### src/rtl/cbit_rx_pkg.sv
package cbit_rx_pkg;
  localparam int SUB_W = 3;
  localparam int IDX_W = 2;

  // Strobes from control to datapath, one per decoded slot event.
  typedef struct packed {
    logic cpCap1;
    logic cpCap2;
    logic cpEval;
    logic feCap1;
    logic feCap2;
    logic feEval;
    logic feacStb;
    logic dlStb;
  } strobe_t;
endpackage

### src/rtl/cbit_rx_ctrl.sv
module cbit_rx_ctrl
  import cbit_rx_pkg::*;
#(
  parameter int MODE_RUN = 3
) (
  input  logic             clk,
  input  logic             rst_n,
  input  logic             rxBit,
  input  logic             slotStb,
  input  logic [SUB_W-1:0] slotSub,
  input  logic [IDX_W-1:0] slotIdx,
  input  logic             inFrame,
  output strobe_t          stb,
  output logic             modeDet
);
  localparam int RUN_W = $clog2(MODE_RUN + 1);
  localparam logic [RUN_W-1:0] RUN_MAX = RUN_W'(MODE_RUN);

  logic [RUN_W-1:0] oneRun, zeroRun, oneNext, zeroNext;
  logic modeSmp;

  function automatic logic hit(input logic [SUB_W-1:0] s, input logic [IDX_W-1:0] i,
                               input logic [SUB_W-1:0] ws, input logic [IDX_W-1:0] wi);
    return (s == ws) && (i == wi);
  endfunction

  always_comb begin
    stb         = '0;
    stb.cpCap1  = slotStb && hit(slotSub, slotIdx, 3'd3, 2'd1);
    stb.cpCap2  = slotStb && hit(slotSub, slotIdx, 3'd3, 2'd2);
    stb.cpEval  = slotStb && inFrame && hit(slotSub, slotIdx, 3'd3, 2'd3);
    stb.feCap1  = slotStb && hit(slotSub, slotIdx, 3'd4, 2'd1);
    stb.feCap2  = slotStb && hit(slotSub, slotIdx, 3'd4, 2'd2);
    stb.feEval  = slotStb && inFrame && hit(slotSub, slotIdx, 3'd4, 2'd3);
    stb.feacStb = slotStb && inFrame && hit(slotSub, slotIdx, 3'd1, 2'd3);
    stb.dlStb   = slotStb && inFrame && (slotSub == 3'd5) && (slotIdx != 2'd0);
    modeSmp     = slotStb && inFrame && hit(slotSub, slotIdx, 3'd1, 2'd1);
  end

  always_comb begin
    oneNext  = '0;
    zeroNext = '0;
    if (rxBit) oneNext  = (oneRun  == RUN_MAX) ? RUN_MAX : oneRun + 1'b1;
    else       zeroNext = (zeroRun == RUN_MAX) ? RUN_MAX : zeroRun + 1'b1;
  end

  always_ff @(posedge clk) begin
    if (!rst_n) begin
      oneRun  <= '0;
      zeroRun <= '0;
      modeDet <= 1'b0;
    end else if (modeSmp) begin
      oneRun  <= oneNext;
      zeroRun <= zeroNext;
      if (oneNext == RUN_MAX)  modeDet <= 1'b1;
      if (zeroNext == RUN_MAX) modeDet <= 1'b0;
    end
  end
endmodule

### src/rtl/cbit_rx_dp.sv
module cbit_rx_dp
  import cbit_rx_pkg::*;
#(
  parameter int CNT_W = 16
) (
  input  logic             clk,
  input  logic             rst_n,
  input  strobe_t          stb,
  input  logic             rxBit,
  input  logic             localParity,
  input  logic             cntLatch,
  output logic             cpValue,
  output logic             cpErr,
  output logic             febeErr,
  output logic [CNT_W-1:0] febeCount,
  output logic             feacBit,
  output logic             feacValid,
  output logic             dlBit,
  output logic             dlValid
);
  localparam logic [CNT_W-1:0] CNT_MAX = '1;

  logic [1:0] cpHeld, feHeld;
  logic       cpMaj, feBad;

  assign cpMaj = (cpHeld[0] & cpHeld[1]) | (cpHeld[0] & rxBit) | (cpHeld[1] & rxBit);
  assign feBad = ~(feHeld[0] & feHeld[1] & rxBit);

  always_ff @(posedge clk) begin
    if (!rst_n) begin
      cpHeld <= '0;
      feHeld <= '0;
    end else begin
      if (stb.cpCap1) cpHeld[0] <= rxBit;
      if (stb.cpCap2) cpHeld[1] <= rxBit;
      if (stb.feCap1) feHeld[0] <= rxBit;
      if (stb.feCap2) feHeld[1] <= rxBit;
    end
  end

  always_ff @(posedge clk) begin
    if (!rst_n) begin
      cpValue   <= 1'b0;
      cpErr     <= 1'b0;
      febeErr   <= 1'b0;
      febeCount <= '0;
      feacBit   <= 1'b0;
      feacValid <= 1'b0;
      dlBit     <= 1'b0;
      dlValid   <= 1'b0;
    end else begin
      cpErr     <= stb.cpEval && (cpMaj != localParity);
      febeErr   <= stb.feEval && feBad;
      feacValid <= stb.feacStb;
      dlValid   <= stb.dlStb;
      if (stb.cpEval)  cpValue <= cpMaj;
      if (stb.feacStb) feacBit <= rxBit;
      if (stb.dlStb)   dlBit   <= rxBit;
      if (cntLatch)
        febeCount <= '0;
      else if (stb.feEval && feBad && febeCount != CNT_MAX)
        febeCount <= febeCount + 1'b1;
    end
  end
endmodule

### src/rtl/cbit_overhead_rx.sv
module cbit_overhead_rx
  import cbit_rx_pkg::*;
#(
  parameter int CNT_W    = 16,
  parameter int MODE_RUN = 3
) (
  input  logic             clk,
  input  logic             rst_n,
  input  logic             rxBit,
  input  logic             slotStb,
  input  logic [2:0]       slotSub,
  input  logic [1:0]       slotIdx,
  input  logic             inFrame,
  input  logic             localParity,
  input  logic             cntLatch,
  output logic             modeDet,
  output logic             cpValue,
  output logic             cpErr,
  output logic             febeErr,
  output logic [CNT_W-1:0] febeCount,
  output logic             feacBit,
  output logic             feacValid,
  output logic             dlBit,
  output logic             dlValid
);
  strobe_t stb;

  cbit_rx_ctrl #(.MODE_RUN(MODE_RUN)) u_ctrl (
    .clk(clk), .rst_n(rst_n), .rxBit(rxBit), .slotStb(slotStb),
    .slotSub(slotSub), .slotIdx(slotIdx), .inFrame(inFrame),
    .stb(stb), .modeDet(modeDet)
  );

  cbit_rx_dp #(.CNT_W(CNT_W)) u_dp (
    .clk(clk), .rst_n(rst_n), .stb(stb), .rxBit(rxBit),
    .localParity(localParity), .cntLatch(cntLatch),
    .cpValue(cpValue), .cpErr(cpErr), .febeErr(febeErr), .febeCount(febeCount),
    .feacBit(feacBit), .feacValid(feacValid), .dlBit(dlBit), .dlValid(dlValid)
  );
endmodule

### config.mk
export PLATFORM = sky130hd
export DESIGN_NAME = cbit_overhead_rx
export DESIGN_NICKNAME = d
export VERILOG_FILES = /design/src/rtl/cbit_rx_pkg.sv /design/src/rtl/cbit_rx_ctrl.sv /design/src/rtl/cbit_rx_dp.sv /design/src/rtl/cbit_overhead_rx.sv
export SDC_FILE = /design/constraint.sdc
export NUM_CORES = 1
export LEC_CHECK = 0
export ABC_AREA = 1
export BUFFER_PORTS_ARGS = -buffer_cell sky130_fd_sc_hd__buf_2
export CAP_MARGIN = 20
export CORE_MARGIN = 4
export CORE_UTILIZATION = 40
export DETAILED_ROUTE_END_ITERATION = 8
export PLACE_DENSITY = 0.68
export SYNTH_ARGS = -nofsm -noshare
export SYNTH_HDL_FRONTEND = slang
export SYNTH_SLANG_ARGS = --single-unit
### constraint.sdc
create_clock -name clk -period 2.9 [get_ports clk]
set_clock_uncertainty 0.2 [all_clocks]
set_input_delay 0.58 -clock clk [delete_from_list [all_inputs] [get_ports clk]]
set_output_delay 0.58 -clock clk [all_outputs]
set_load 0.05 [all_outputs]
After elaboration in Yosys (flattened, before gate mapping) --
Cells that the tools add are included.
Storage, ports and cells: bits in registers 32, output and inout bits 24, word-level logic and storage cells 72
Cells by class: $add $sub $neg 3, equal/unequal tests 13, mux-type cells 6, bitwise logic cells 9, reduce and logical (&&, ||, !) cells 26
Operators with widths (count):
- 1-bit logical AND | 22
- 16-bit by 1-bit adder with 16-bit output, second input constant | 1
- 16-bit inequality test, second input constant | 1
- 2-bit == test, second input constant | 6
- 2-bit two-way mux | 4
- 3-bit == test, second input constant | 2
- 1-bit bitwise AND | 5
- 2-bit by 1-bit adder with 2-bit output, second input constant | 2
- 2-bit nonzero test | 2
- 3-bit by 1-bit == test with 1-bit output, second input constant | 1
- 3-bit by 2-bit == test with 1-bit output, second input constant | 1
- 2-bit by 1-bit == test with 1-bit output, second input constant | 1
- 1-bit two-way mux | 2
- 1-bit inverter | 2
- 1-bit OR | 2
- 2-bit AND reduction | 1
- 2-bit OR reduction | 1
- 1-bit inequality test | 1

Logic depth before layout (Yosys ltp) --
Gate-level depths: netlist of run 1.
word-level depth 6, depth in mapped cells 10, depth with buffers taken out 10

Modules after synthesis --
A second synthesis of run 1 with hierarchy kept.
Unflattened totals: cells, all modules 251, area, all modules 1702.9 um^2
Modules (own cells, without submodules):
- cbit_rx_dp | instances 1, cells an instance 193, area an instance 1336.3 um^2, sequential area each 540.5 um^2
- cbit_rx_ctrl | instances 1, cells an instance 58, area an instance 366.6 um^2, sequential area each 100.1 um^2

Least setup slack after synthesis of run 1 --
No wires, ideal clock.
path kind register to register, start register u_dp.febeCount[1], end register u_dp.febeCount[11], setup time 0.117 ns, data arrival time 1.736 ns, data required time 2.583 ns, slack 0.847 ns, cell stages (with the launch flop) 10, cell sequence dfxtp_1 > ha_1 > nand2_1 > nor2_2 > nand2_2 > nor2_2 > nand2_2 > buf_6 > a21oi_1 > nor2_1
Between the ends: word-level cells in the longest chain between the ends 2
RTL lines:
- start: declaration | RTL line cbit_rx_dp.sv:15 | output logic [CNT_W-1:0] febeCount,
- start signal: assignment | RTL line cbit_rx_dp.sv:62 | febeCount <= febeCount + 1'b1;
- parallel branches: the longest is 2 deep, another holds 16-bit by 1-bit adder with 16-bit output
Parallel ways; which one is timed is not known. A chain may end at the register's enable or synchronous reset.

Worst setup path after layout of run 1 --
start register u_dp.febeCount[12], end output port febeCount[12]
RTL lines:
- end: declaration | RTL line cbit_overhead_rx.sv:20 | output logic [CNT_W-1:0] febeCount,
No word-level cell between the ends.

==> results.sh, run 1 <==
export IMPL_status="finished clean"
export IMPL_antenna_found_initial=0
export IMPL_worst_slack_ps=1060
export IMPL_layout_nets=313
export IMPL_ys_seq_elements=32
export IMPL_worst_path_buf_inv=1
export IMPL_r2r_end="u_dp.febeCount[14]"
export IMPL_synth_area_leaders="dfxtp_1, nand2_1, nor2_1"
export IMPL_tightestPinTransition_ps=410
export IMPL_drv_cap=0
export IMPL_cp_slowest_stage_delay_ps=460
export IMPL_fp_dieW_um=72.9
export IMPL_whs_ps=250
export IMPL_final_util=0.494
export IMPL_finalSetupTns_ps=0
export IMPL_start_util=0.418
export IMPL_cts_max_level=2
export IMPL_setup_violations_final=0
export IMPL_path_max_fanout=6
export IMPL_reg2reg_from="u_dp.febeCount[0]"
export IMPL_insertion_delay_ps=290
export IMPL_syn_to_final_growth_pct=18.1
export IMPL_critPathLaunchType="flip-flop"
export IMPL_cts_setup_buffers=0
export IMPL_layout_min_cycle_time_ps=1840
export IMPL_hpwl_mm=2.99
export IMPL_finalWirelength_mm=3.95
export IMPL_rsz0062_at_grt="false"
export IMPL_pin_count=36
export IMPL_root_buffer="clkbuf_8"
export IMPL_timing_final_crit_share=0.634
export IMPL_grt_pass1_wl_mm=6.63
export IMPL_hp_class="reg2reg"
export IMPL_p_leak_nw=0.867
export IMPL_synth_cells=261
export IMPL_arrival_ps=1060
export IMPL_ys_seq_area_frac=0.380
export IMPL_rows=23
export IMPL_synthArstFlopShare=0
export IMPL_finalPower_uw=842
export IMPL_cts_num_sinks=32
export IMPL_dieArea_um2=5320
export IMPL_layout_common_cells="nand2_1, nor2_1, buf_2"
export IMPL_detail_route_wl_per_cell_um=11.2
export IMPL_grt_util_all_layers=0.159
export IMPL_preCtsSetupSlack_ps=833
export IMPL_synth_top_cell_by_area="dfxtp_1"
export IMPL_power_density_nw_per_um2=423
export IMPL_fp_dieH_um=72.9
export IMPL_wl_met1_mm=1.84
export IMPL_gp_congestion=0.893
export IMPL_firstDrtPassIters=4
export IMPL_yosysUniqueCellTypes=26
export IMPL_hold_start="u_dp.dlBit"
export IMPL_dr_wl_met2_mm=1.82
export IMPL_place_area_um2=1900
export IMPL_holdPathStages=2
export IMPL_maxSlewViolCount=0
export IMPL_syn_nets=274
export IMPL_first_global_vias=1510
export IMPL_grt_max_degree=13
export IMPL_worst_path_dominant_cell_family="flip-flops"
export IMPL_crit_chain="buf_2"
export IMPL_dp_cells=343
export IMPL_drtAntennaViolNets=0
export IMPL_cts_tree="yes"
export IMPL_wl_met3_um=272
export IMPL_crit_slowest_cell="dfxtp_1"
export IMPL_required_ps=2120
export IMPL_hold_end="u_dp.dlBit"
export IMPL_drc=0
export IMPL_ir_drop_mv=0.242
export IMPL_vias_per_cell=4.87
export IMPL_cts_buffers=5
export IMPL_routed_top_layer="met4"
export IMPL_endpoint_kind="output port"
export IMPL_max_slew_margin=0.726
export IMPL_ys_flop_type="dfxtp_1"
export IMPL_instances_no_fill=351
export IMPL_fmaxAchievable_ghz=0.544
export IMPL_grt_overflow=0
export IMPL_cts_clk_slew_worst_paths_ps=70
export IMPL_rrSetupSlack_ps=1090
export IMPL_finalHoldViolations=0
export IMPL_crit_type="reg2out"
export IMPL_final_common_cell="nand2_1"
export IMPL_cts_resized=0
export IMPL_n_fill_cell=418
export IMPL_vias=1708
export IMPL_io_buffers=35
export IMPL_n_antenna_cell=0
export IMPL_core_area_um2=4030
export IMPL_synth_edff_count=0
export IMPL_cts_hold_buf=0
export IMPL_finish_instance_area_um2=1990
export IMPL_ys_warn_count=0
export IMPL_drt_iter0_markers=131
export IMPL_r2r_cells=9
export IMPL_clk_path_buf_depth=2
export IMPL_syn_area_per_cell_um2=6.46
export IMPL_drive_gt1_frac=0.193
export IMPL_syn_cell_area_um2=1690
export IMPL_synth_top_cell_area_share=0.380
==> routing by layer <==
metal	track usage	vias to the layer above
met5	0	-
met4	0.0594	0
met3	0.0386	2
met2	0.265	55
met1	0.198	745
li1	-	906
==> sequential cells by signal (all words and copies together), names as in the netlist <==
name / flops
u_dp.febeErr: 1
u_dp.feHeld: 2
u_dp.dlBit: 1
u_dp.feacBit: 1
u_ctrl.modeDet: 1
u_dp.cpErr: 1
u_dp.febeCount: 16
u_ctrl.oneRun: 2
u_dp.cpValue: 1
u_dp.cpHeld: 2
u_dp.dlValid: 1
u_ctrl.zeroRun: 2
u_dp.feacValid: 1
==> synth_stat cells, drive strengths merged, types with 2 or more instances <==
cell type and instances:
nor4 2, xor2 2, nand2 68, nand3 25, dfxtp 32, nor2 56, a21oi 20, nor3 4
o21ai 8, inv 32, buf 2
==> cell families (layout without fill, tap and decap cells) <==
family	count (synthesis)	count (layout)	synth area share
XOR/XNOR	3	3	0.0156
AND/OR/NAND/NOR	159	159	0.414
adder cells (fa/ha/maj)	1	1	0.00742
flip-flops	32	32	0.380
buffers and inverters	35	75	0.0869
AO/OA/AOI/OAI	31	31	0.0958
==> final cells by class <==
class,instances,area (um2),area share
clock buffer,7,86.3,0.0434
clock inverter,1,7.51,0.00377
inverter,32,120,0.0603
multi-input combinational,194,898,0.451
sequential,32,641,0.322
tap,50,62.6,0.0314
timing repair buffer,35,175,0.0880
==> power by group <==
| part | internal (mW) | switching, mW |
|---|---|---|
| registers | 0.441 | 0.000813 |
| clock network | 0.193 | 0.164 |
| logic | 0.0129 | 0.0307 |
==> worst max path at each step <==
stage,start,to,slack [ps],cells past startpoint
floorplan,u_dp.febeCount[1],u_dp.febeCount[11],850,9
global placement,slotStb,u_dp.febeCount[6],820,8
detailed placement,slotStb,u_dp.febeCount[6],830,8
CTS,u_dp.febeCount[12],febeCount[12],1060,1
global route,u_dp.febeCount[0],u_dp.febeCount[14],880,9
finish,u_dp.febeCount[12],febeCount[12],1060,1
Power figures use the tool's default switching activity.
==> run 2: changes to the inputs <==
PLACE_DENSITY = 0.7   (was 0.68)
clock period = 1.5 ns   (was 2.9 ns; I/O delays follow)
==> results.sh, run 2 (synthesis results as in run 1) <==
export IMPL_path_max_fanout=6
export IMPL_status="finished with violations"
export IMPL_grt_util_all_layers=0.183
export IMPL_dieArea_um2=5320
export IMPL_layout_common_cells="nand2_1, buf_4, nor2_1"
export IMPL_cp_slowest_stage_delay_ps=370
export IMPL_tightestPinTransition_ps=358
export IMPL_detail_route_wl_per_cell_um=11.7
export IMPL_cts_num_sinks=32
export IMPL_hpwl_mm=3.24
export IMPL_finish_instance_area_um2=2560
export IMPL_p_leak_nw=1.18
export IMPL_seq_power_share=0.499
export IMPL_n_fill_cell=370
export IMPL_critPathLaunchType="flip-flop"
export IMPL_finalHoldViolations=0
export IMPL_arrival_ps=1500
export IMPL_netSwitchingFraction=0.226
export IMPL_drc=0
export IMPL_core_area_um2=4030
export IMPL_layout_min_cycle_time_ps=1540
export IMPL_rows=23
export IMPL_setup_violations_final=12
export IMPL_regArea_um2=676
export IMPL_multi_input_area_um2=1060
export IMPL_rsz0062_at_grt="true"
export IMPL_endpoint_kind="flip-flop"
export IMPL_max_slew_margin=0.760
export IMPL_n_antenna_cell=0
export IMPL_top_register="u_dp.febeCount"
export IMPL_vias_per_cell=4.84
export IMPL_crit_slowest_cell="dfxtp_4"
export IMPL_syn_to_final_growth_pct=51.7
export IMPL_clock_power_share=0.433
export IMPL_start_util=0.418
export IMPL_vias=1917
export IMPL_pin_count=36
export IMPL_p_int_mw=1.31
export IMPL_drtAntennaViolNets=0
export IMPL_drive_gt1_frac=0.425
export IMPL_cts_tree="yes"
export IMPL_hp_class="in2reg"
export IMPL_grt_max_degree=11
export IMPL_drv_cap=0
export IMPL_layout_nets=358
export IMPL_worst_slack_ps=-38.9
export IMPL_gp_congestion=0.931
export IMPL_fmaxAchievable_ghz=0.650
export IMPL_fp_dieH_um=72.9
export IMPL_crit_chain="ha_4 -> nand2_4 -> nor2_4 -> nand2_2 -> nor2_4 -> nand2_4 -> nand2_2 -> nand2_1 -> nand2_1 -> nor2_1"
export IMPL_preCtsSetupSlack_ps=-193
export IMPL_drt_iter0_markers=79
export IMPL_power_switching_uw=382
export IMPL_required_ps=1460
export IMPL_worst_path_dominant_cell_family="simple AND/OR/NAND/NOR gates"
export IMPL_final_util=0.634
export IMPL_first_global_vias=1726
export IMPL_ir_drop_mv=0.433
export IMPL_timing_final_crit_share=1.03
export IMPL_antenna_found_initial=0
export IMPL_maxSlewViolCount=0
export IMPL_final_common_cell="nand2_1"
export IMPL_io_buffers=35
export IMPL_violations="negative setup slack"
export IMPL_clk_path_buf_depth=2
export IMPL_firstDrtPassIters=5
export IMPL_fp_dieW_um=72.9
export IMPL_cts_hold_buf=0
export IMPL_root_buffer="clkbuf_8"
export IMPL_cts_max_level=2
export IMPL_p_comb_frac=0.068
export IMPL_crit_type="reg2reg"
export IMPL_largest_reg_flops=16
export IMPL_cts_clk_slew_worst_paths_ps=70
export IMPL_whs_ps=55.7
export IMPL_power_density_nw_per_um2=661
export IMPL_cts_buffers=5
export IMPL_place_area_um2=2280
export IMPL_grt_pass1_wl_mm=7.53
export IMPL_insertion_delay_ps=280
export IMPL_finalWirelength_mm=4.65
export IMPL_worst_path_buf_inv=0
export IMPL_grt_overflow=0
[run 2: repair_timing]
action,CTS,global route
pin swaps,9,8
gates cloned,2,0
setup endpoints to repair,19,19
buffers inserted,3,1
resized for setup,18,22
[run 2: worst reg2reg max path: cells and delay by family (launching register included)]
kind / cells / cell delay, ps
adders and majority gates: 1 / 160
and+or+nand+nor: 9 / 700
DFF: 1 / 370
[run 2: layout make-up]
type,count,area share
timing repair buffer,78,0.211
inverter,32,0.0470
tap,50,0.0245
sequential,32,0.264
multi-input combinational,196,0.414
clock buffer,8,0.0392
[run 2: power by group through the flow]
stage	combinational, mW	sequential, mW	clock, mW
CTS	0.112	0.845	0.765
global placement	0.111	0.864	0
finish	0.115	0.843	0.732
floorplan	0.0426	0.869	0
global route	0.129	0.843	0.789
detailed placement	0.112	0.864	0
[run 2: path summary, 6_finish.rpt]
path	start	to	slack [ps]	depth (start not counted)
worst min register to register	u_dp.dlBit	u_dp.dlBit	250	2
worst min-delay path	localParity	u_dp.cpErr	60	3
worst max register to register	u_dp.febeCount[0]	u_dp.febeCount[8]	-40	10
worst max-delay path	u_dp.febeCount[0]	u_dp.febeCount[8]	-40	10
[run 2: per-stage QoR]
stage | setup TNS [ps] | power [mW] | cells
after floorplan | -1200 | 0.912 | 261
after global placement | -887 | 0.975 | 382
after detailed placement | -1340 | 0.976 | 382
after CTS | -62.5 | 1.72 | 395
after global routing | -1780 | 1.76 | 396
final | -247 | 1.69 | 396
[run 2: layer usage]
| layer | share of wire | vias to the layer above | GRT usage |
|---|---|---|---|
| met5 | 0 | - | 0 |
| met4 | 0.014 | 0 | 0.0615 |
| met3 | 0.060 | 5 | 0.0455 |
| met2 | 0.49 | 52 | 0.309 |
| met1 | 0.44 | 862 | 0.226 |
| li1 | - | 998 | - |
